$ cat src/rtl/fbu_pkg.sv
package fbu_pkg;

    typedef enum logic [1:0] {
        DET_CMP0    = 2'b00,
        DET_CMP1    = 2'b01,
        DET_EITHER  = 2'b10,
        DET_OUTSIDE = 2'b11
    } det_mode_e;

    typedef enum logic [1:0] {
        SEL_CTRL0 = 2'd0,
        SEL_CTRL1 = 2'd1,
        SEL_CMP0  = 2'd2,
        SEL_CMP1  = 2'd3
    } reg_sel_e;

    typedef struct packed {
        det_mode_e mode;
        logic      enable;
    } ctrl0_t;

    typedef struct packed {
        logic decision;
        logic access;
    } ctrl1_t;

    typedef struct packed {
        logic hit;
        logic by_cmp1;
    } cond_t;

    localparam int NUM_CMP = 2;

    function automatic logic in_window(input logic [63:0] a,
                                       input logic [63:0] lo,
                                       input logic [63:0] hi);
        return (a >= lo) && (a <= hi);
    endfunction

endpackage

$ cat src/rtl/fbu_regs.sv
module fbu_regs
    import fbu_pkg::*;
#(
    parameter int ADDR_W = 24
) (
    input  logic              clk,
    input  logic              rst,
    input  logic [1:0]        reg_sel,
    input  logic              reg_wr,
    input  logic [ADDR_W-1:0] reg_wdata,
    output logic [ADDR_W-1:0] reg_rdata,
    input  logic              dec_set,
    input  logic              dec_val,
    output ctrl0_t            ctrl0,
    output logic [ADDR_W-1:0] cmp0,
    output logic [ADDR_W-1:0] cmp1
);
    localparam int C0_W = $bits(ctrl0_t);
    localparam int C1_W = $bits(ctrl1_t);

    ctrl0_t            ctrl0_q;
    ctrl1_t            ctrl1_q;
    logic [ADDR_W-1:0] cmp_q [NUM_CMP];

    always_ff @(posedge clk) begin
        if (rst) begin
            ctrl0_q <= '0;
        end else if (reg_wr && reg_sel == SEL_CTRL0) begin
            ctrl0_q <= ctrl0_t'(reg_wdata[C0_W-1:0]);
        end
    end

    always_ff @(posedge clk) begin
        if (rst) begin
            ctrl1_q <= '0;
        end else begin
            if (reg_wr && reg_sel == SEL_CTRL1) begin
                ctrl1_q.access <= reg_wdata[0];
            end
            if (dec_set) begin
                ctrl1_q.decision <= dec_val;
            end
        end
    end

    for (genvar g = 0; g < NUM_CMP; g++) begin : g_cmp
        localparam logic [1:0] MY_SEL = 2'(SEL_CMP0) + 2'(g);
        always_ff @(posedge clk) begin
            if (rst) begin
                cmp_q[g] <= '0;
            end else if (reg_wr && ctrl1_q.access && reg_sel == MY_SEL) begin
                cmp_q[g] <= reg_wdata;
            end
        end
    end

    always_comb begin
        reg_rdata = '0;
        case (reg_sel)
            SEL_CTRL0: reg_rdata[C0_W-1:0] = ctrl0_q;
            SEL_CTRL1: reg_rdata[C1_W-1:0] = ctrl1_q;
            SEL_CMP0:  reg_rdata = ctrl1_q.access ? cmp_q[0] : '0;
            default:   reg_rdata = ctrl1_q.access ? cmp_q[1] : '0;
        endcase
    end

    assign ctrl0 = ctrl0_q;
    assign cmp0  = cmp_q[0];
    assign cmp1  = cmp_q[1];


    locked_write_chk: assert property (@(posedge clk) disable iff (rst)
        (reg_wr && !ctrl1_q.access && reg_sel == SEL_CMP0) |=> $stable(cmp_q[0]));


    decision_hold_chk: assert property (@(posedge clk) disable iff (rst)
        !dec_set |=> $stable(ctrl1_q.decision));

endmodule

$ cat src/rtl/fbu_cmp.sv
module fbu_cmp
    import fbu_pkg::*;
#(
    parameter int ADDR_W = 24
) (
    input  logic [ADDR_W-1:0] addr,
    input  logic [ADDR_W-1:0] cmp0,
    input  logic [ADDR_W-1:0] cmp1,
    input  det_mode_e         mode,
    output cond_t             cond
);
    logic eq0, eq1, below, above;

    assign eq0   = (addr == cmp0);
    assign eq1   = (addr == cmp1);
    assign below = (addr < cmp0);
    assign above = (addr > cmp1);

    always_comb begin
        cond = '0;
        case (mode)
            DET_CMP0:   cond.hit = eq0;
            DET_CMP1:   cond.hit = eq1;
            DET_EITHER: begin
                cond.hit     = eq0 | eq1;
                cond.by_cmp1 = !eq0;
            end
            default:    cond.hit = below | above;
        endcase
    end


    window_bounds_chk: assert final (
        !(mode == DET_OUTSIDE && cmp0 <= cmp1 &&
          in_window(64'(addr), 64'(cmp0), 64'(cmp1)) && cond.hit));

endmodule

$ cat src/rtl/fbu_pend.sv
module fbu_pend (
    input  logic clk,
    input  logic rst,
    input  logic set,
    input  logic clr,
    output logic pend
);
    always_ff @(posedge clk) begin
        if (rst)      pend <= 1'b0;
        else if (set) pend <= 1'b1;
        else if (clr) pend <= 1'b0;
    end


    set_pend_chk: assert property (@(posedge clk) disable iff (rst)
        set |=> pend);


    ack_clear_chk: assert property (@(posedge clk) disable iff (rst)
        (clr && !set) |=> !pend);


    pend_hold_chk: assert property (@(posedge clk) disable iff (rst)
        (pend && !clr) |=> pend);

endmodule

$ cat src/rtl/fetch_bkpt_unit.sv
module fetch_bkpt_unit
    import fbu_pkg::*;
#(
    parameter int BANK_W = 8,
    parameter int PC_W   = 16,
    localparam int ADDR_W = BANK_W + PC_W
) (
    input  logic              clk,
    input  logic              rst,
    input  logic              fetch_valid,
    input  logic [ADDR_W-1:0] fetch_addr,
    input  logic [1:0]        reg_sel,
    input  logic              reg_wr,
    input  logic [ADDR_W-1:0] reg_wdata,
    output logic [ADDR_W-1:0] reg_rdata,
    input  logic              irq_ack,
    output logic              irq_req,
    output logic              exec_suppress
);
    ctrl0_t            ctrl0;
    logic [ADDR_W-1:0] cmp0, cmp1;
    cond_t             cond;
    logic              fire;
    logic              dec_set;

    fbu_regs #(.ADDR_W(ADDR_W)) u_regs (
        .clk       (clk),
        .rst       (rst),
        .reg_sel   (reg_sel),
        .reg_wr    (reg_wr),
        .reg_wdata (reg_wdata),
        .reg_rdata (reg_rdata),
        .dec_set   (dec_set),
        .dec_val   (cond.by_cmp1),
        .ctrl0     (ctrl0),
        .cmp0      (cmp0),
        .cmp1      (cmp1)
    );

    fbu_cmp #(.ADDR_W(ADDR_W)) u_cmp (
        .addr (fetch_addr),
        .cmp0 (cmp0),
        .cmp1 (cmp1),
        .mode (ctrl0.mode),
        .cond (cond)
    );

    fbu_pend u_pend (
        .clk  (clk),
        .rst  (rst),
        .set  (fire),
        .clr  (irq_ack),
        .pend (irq_req)
    );

    assign fire          = fetch_valid && ctrl0.enable && cond.hit;
    assign dec_set       = fire && (ctrl0.mode == DET_EITHER);
    assign exec_suppress = fire;


    suppress_needs_fetch_chk: assert property (@(posedge clk) disable iff (rst)
        exec_suppress |-> fetch_valid);


    disabled_quiet_chk: assert property (@(posedge clk) disable iff (rst)
        !ctrl0.enable |-> !exec_suppress);


    disabled_no_irq_chk: assert property (@(posedge clk) disable iff (rst)
        (!ctrl0.enable && !irq_req) |=> !irq_req);

endmodule

$ cat config.mk
export PLATFORM = sky130hd
export DESIGN_NAME = fetch_bkpt_unit
export DESIGN_NICKNAME = d
export VERILOG_FILES = /design/src/rtl/fbu_pkg.sv /design/src/rtl/fbu_regs.sv /design/src/rtl/fbu_cmp.sv /design/src/rtl/fbu_pend.sv /design/src/rtl/fetch_bkpt_unit.sv
export SDC_FILE = /design/constraint.sdc
export NUM_CORES = 1
export LEC_CHECK = 0
export BUFFER_PORTS_ARGS = -buffer_cell sky130_fd_sc_hd__buf_2
export CAP_MARGIN = 20
export CORE_UTILIZATION = 55
export CTS_CLUSTER_SIZE = 24
export DETAILED_ROUTE_END_ITERATION = 16
export PLACE_DENSITY = 0.81
export REMOVE_ABC_BUFFERS = 1
export SKIP_LAST_GASP = 1
export SLEW_MARGIN = 15
export SYNTH_ARGS = -nofsm -noshare
export SYNTH_HDL_FRONTEND = slang
export SYNTH_HIERARCHICAL = 1
export SYNTH_SLANG_ARGS = --single-unit
export TNS_END_PERCENT = 50
$ cat constraint.sdc
create_clock -name clk -period 7.25 [get_ports clk]
set_input_delay 1.0875 -clock clk [delete_from_list [all_inputs] [get_ports clk]]
set_output_delay 1.0875 -clock clk [all_outputs]
set_load 0.02 [all_outputs]
==> summary.md <==
| Metric | Value |
|---|---|
| Outcome | finished clean |
| Global router's overall resource usage | 0.245 |
| Syn Area/Cell | 10.5 um2 |
| CP cell instances | buf_2 -> ha_1 -> and3_1 -> a221o_1 -> a22o_1 -> nor3_1 -> a21oi_1 -> nand4b_1 -> and3_4 -> buf_2 |
| Die X | 86.7 um |
| Most numerous cell on the critical path | sky130_fd_sc_hd__buf_2 |
| Global-route wire length before repair | 14300 um |
| FP Rows | 30 |
| Signal arrival time at the worst endpoint | 3.02 ns |
| CTS hold repair buffers | 0 |
| Die Ht | 86.7 um |
| Boundary pin count | 81 |
| Skew-Pair Late Insertion Delay | 0.30 ns |
| CTS Sinks | 54 |
| DR iter-0 viols | 121 |
| Async set or reset register ratio after synthesis | 0 |
| Count of port buffers added during placement | 80 |
| Worst hold slack across all endpoints | 0.501 ns |
| CTS tree | built |
| Std-Cell Core Area | 0.00687 mm2 |
| Half-perimeter wire length after detailed placement | 6370 um |
| Number of post-CTS setup repair buffers | 0 |
| Ratio of final minimum period to clock period | 0.567 |
| Synth Flop Type | sky130_fd_sc_hd__edfxtp_1 |
| Routed length per placed instance | 15.9 um |
| Hold/Removal Path Class | reg2reg |
| Top area cells in the synthesized netlist | sky130_fd_sc_hd__edfxtp_1 37%, sky130_fd_sc_hd__ha_1 15%, sky130_fd_sc_hd__inv_1 6.9% |
| Clock Pin Slew Worst Setup and Hold Paths | 0.09 ns |
| Unrepaired setup endpoints after global routing | no |
| Count of cell types in the netlist | 47 |
| Post-DRT Antenna Nets | 0 |
| Remaining Overflow, GRT | 0 |
| Area used by multi-input combinational logic | 0.00197 mm2 |
| TritonRoute pass-1 iters | 4 |
| Delay of the slowest cell on the worst path | 0.38 ns |
| WS Path Type | in2out |
| Leak Pwr | 2.00 nW |
| Hold Vio Cnt, Final | 0 |
| Clk_skew | 0.00673 ns |
| Clock Root Buffer | sky130_fd_sc_hd__clkbuf_8 |
| Yosys warning total | 6 |
| Count of fill cells added during filler insertion | 588 |
| Required time at the endpoint of the critical path | 6.16 ns |
| Power per Cell Area | 141 mW/mm2 |
| H-tree level count | 2 |
| Post-synth EDFFs | 48 |
| Detailed-route DRC error count | 0 |
| Proportion of synthesized chip area in sequential cells | 0.396 |
| Post-layout minimum cycle time | 4.11 ns |
| Max stage delay cell, worst path | sky130_fd_sc_hd__a221o_1 |
| Number of antenna violations at the first check in global routing | 0 |
| Worst-path fanout max | 3 |
| Via count of the first global-routing pass | 3027 |
| Syn Inst Count | 376 |
| Post-route non-filler standard cell count | 545 |
| Initial Util | 0.574 |
| Worst Tran Pin Value | 0.676 ns |
| Final nets | 551 |
| Synthesis-to-finish area growth | 13.0% |
| Startpoint types | input pin |
| Share of final-layout standard cells stronger than drive strength 1 | 0.321 |
| Ratio of routed vias to standard cells | 5.52 |
| Relative slew slack | 0.549 |
| Maximum VDD drop | 0.0000885 V |
| Die area | 0.00751 mm2 |
| #FFs+latches synth | 54 |
| Largest area contributor in the synthesized netlist | sky130_fd_sc_hd__edfxtp_1 |
| Max-slew violation total from the final report | 0 |
| TritonCTS buffer count | 5 |
| Maximum number of pins on one net before global-route repair | 26 |
| Post-cts sizing count | 0 |
| Most used cells in the layout excluding fill and tap cells | 80 x sky130_fd_sc_hd__buf_2, 72 x sky130_fd_sc_hd__inv_1, 48 x sky130_fd_sc_hd__ha_1, 48 x sky130_fd_sc_hd__edfxtp_1, 27 x sky130_fd_sc_hd__nor3_1 |
| Antenna Diode Count | 0 |
| Kind of end point of the critical path | output pin |
| Mapped Area | 0.00394 mm2 |
| Synth top area share | 0.366 |
| Weighted congestion reported at the end of routability-driven placement | 0.860 |
| Most common cell after layout, fill and taps aside | sky130_fd_sc_hd__buf_2 |
| Final TNS setup | 0 ns |
| Highest achievable clock rate | 243 MHz |
| Dpl cells | 536 |
| Max capacitance violation total | 0 |
| Vias post-DR | 3010 |
| Setup Viol. Count Final | 0 |
| Worst-case clock buffer depth | 2 |
| Total length of routed wires | 8650 um |
| Register Area | 0.00156 mm2 |
-- per-layer routing --
metal	wire, um	track usage	vias to the layer above
met5	0	0	-
met4	86	0.0727	0
met3	476	0.0371	9
met2	4300	0.423	91
met1	3790	0.318	1416
li1	-	-	1494
-- flip-flops by register name (all words and copies together), names as in the netlist --
| register | flops |
|---|---|
| u_regs/cmp_q | 48 |
| u_pend/pend | 1 |
| u_regs/ctrl0 | 3 |
| u_regs/ctrl1_q | 2 |
-- logic make-up after synthesis --
family | count (synthesis) | share of synthesized area
and+or+nand+nor | 111 | 0.199
DFF | 54 | 0.396
buffers and inverters | 89 | 0.104
muxes | 9 | 0.0229
adders and majority gates | 48 | 0.152
AOI/OAI and AO/OA | 65 | 0.126
-- through the flow --
stage / total power [mW] / utilization / cell area, um2 / setup slack [ns]
floorplan: 0.424 / - / 3800 / 3.54
global placement: 0.462 / 0.630 / 4320 / 3.20
detailed placement: 0.470 / 0.634 / 4350 / 3.16
CTS: 0.634 / 0.646 / 4440 / 3.15
global route: 0.658 / 0.648 / 4450 / 3.04
finish: 0.629 / 0.648 / 4450 / 3.14
-- synthesized netlist by cell type (2+ instances only) --
| library cell | number |
|---|---|
| sky130_fd_sc_hd__nor3_1 | 27 |
| sky130_fd_sc_hd__and3_4 | 2 |
| sky130_fd_sc_hd__a21o_1 | 6 |
| sky130_fd_sc_hd__nor2b_1 | 4 |
| sky130_fd_sc_hd__nand4b_1 | 2 |
| sky130_fd_sc_hd__dfxtp_1 | 6 |
| sky130_fd_sc_hd__o211ai_1 | 2 |
| sky130_fd_sc_hd__a22o_2 | 19 |
| sky130_fd_sc_hd__nand2b_1 | 11 |
| sky130_fd_sc_hd__nor4_1 | 2 |
| sky130_fd_sc_hd__buf_4 | 3 |
| sky130_fd_sc_hd__clkbuf_1 | 2 |
| sky130_fd_sc_hd__nand3_1 | 7 |
| sky130_fd_sc_hd__inv_1 | 72 |
| sky130_fd_sc_hd__nand4_1 | 10 |
| sky130_fd_sc_hd__nor2_1 | 5 |
| sky130_fd_sc_hd__edfxtp_1 | 48 |
| sky130_fd_sc_hd__a22o_1 | 3 |
| sky130_fd_sc_hd__a21oi_1 | 18 |
| sky130_fd_sc_hd__mux2i_1 | 9 |
| sky130_fd_sc_hd__nand2_1 | 8 |
| sky130_fd_sc_hd__buf_6 | 8 |
| sky130_fd_sc_hd__ha_1 | 48 |
| sky130_fd_sc_hd__o21ai_0 | 4 |
| sky130_fd_sc_hd__buf_2 | 4 |
| sky130_fd_sc_hd__a211oi_1 | 2 |
| sky130_fd_sc_hd__nor3_2 | 24 |
-- final cells by class --
class / count / share of cell area
multi-input combinational: 233 / 0.443
sequential: 54 / 0.351
timing repair buffer: 82 / 0.0995
inverter: 72 / 0.0607
tap: 96 / 0.0270
clock buffer: 5 / 0.0155
clock inverter: 3 / 0.00365
-- power breakdown --
| group | switching [mW] | internal [mW] | total [mW] |
|---|---|---|---|
| Clock | 0.0988 | 0.0665 | 0.165 |
| Sequential | 0.00680 | 0.348 | 0.355 |
| Combinational | 0.0643 | 0.0449 | 0.109 |
| Total | 0.170 | 0.460 | 0.629 |
-- final timing paths --
kind	from	end	slack, ns	cells past startpoint
max	fetch_addr[11]	exec_suppress	3.14	10
min	u_pend/pend	u_pend/pend	0.50	2
max reg2reg	u_regs/cmp_q[1][11]	u_regs/ctrl1_q[1]	4.65	12
min reg2reg	u_pend/pend	u_pend/pend	0.50	2
-- critical path: cells and delay by family --
family | cells | cell delay, ns
simple gates | 4 | 0.74
compound gates | 3 | 0.65
fa+ha+maj | 1 | 0.29
buf+inv | 2 | 0.26
(Power assumes the default switching activity.)
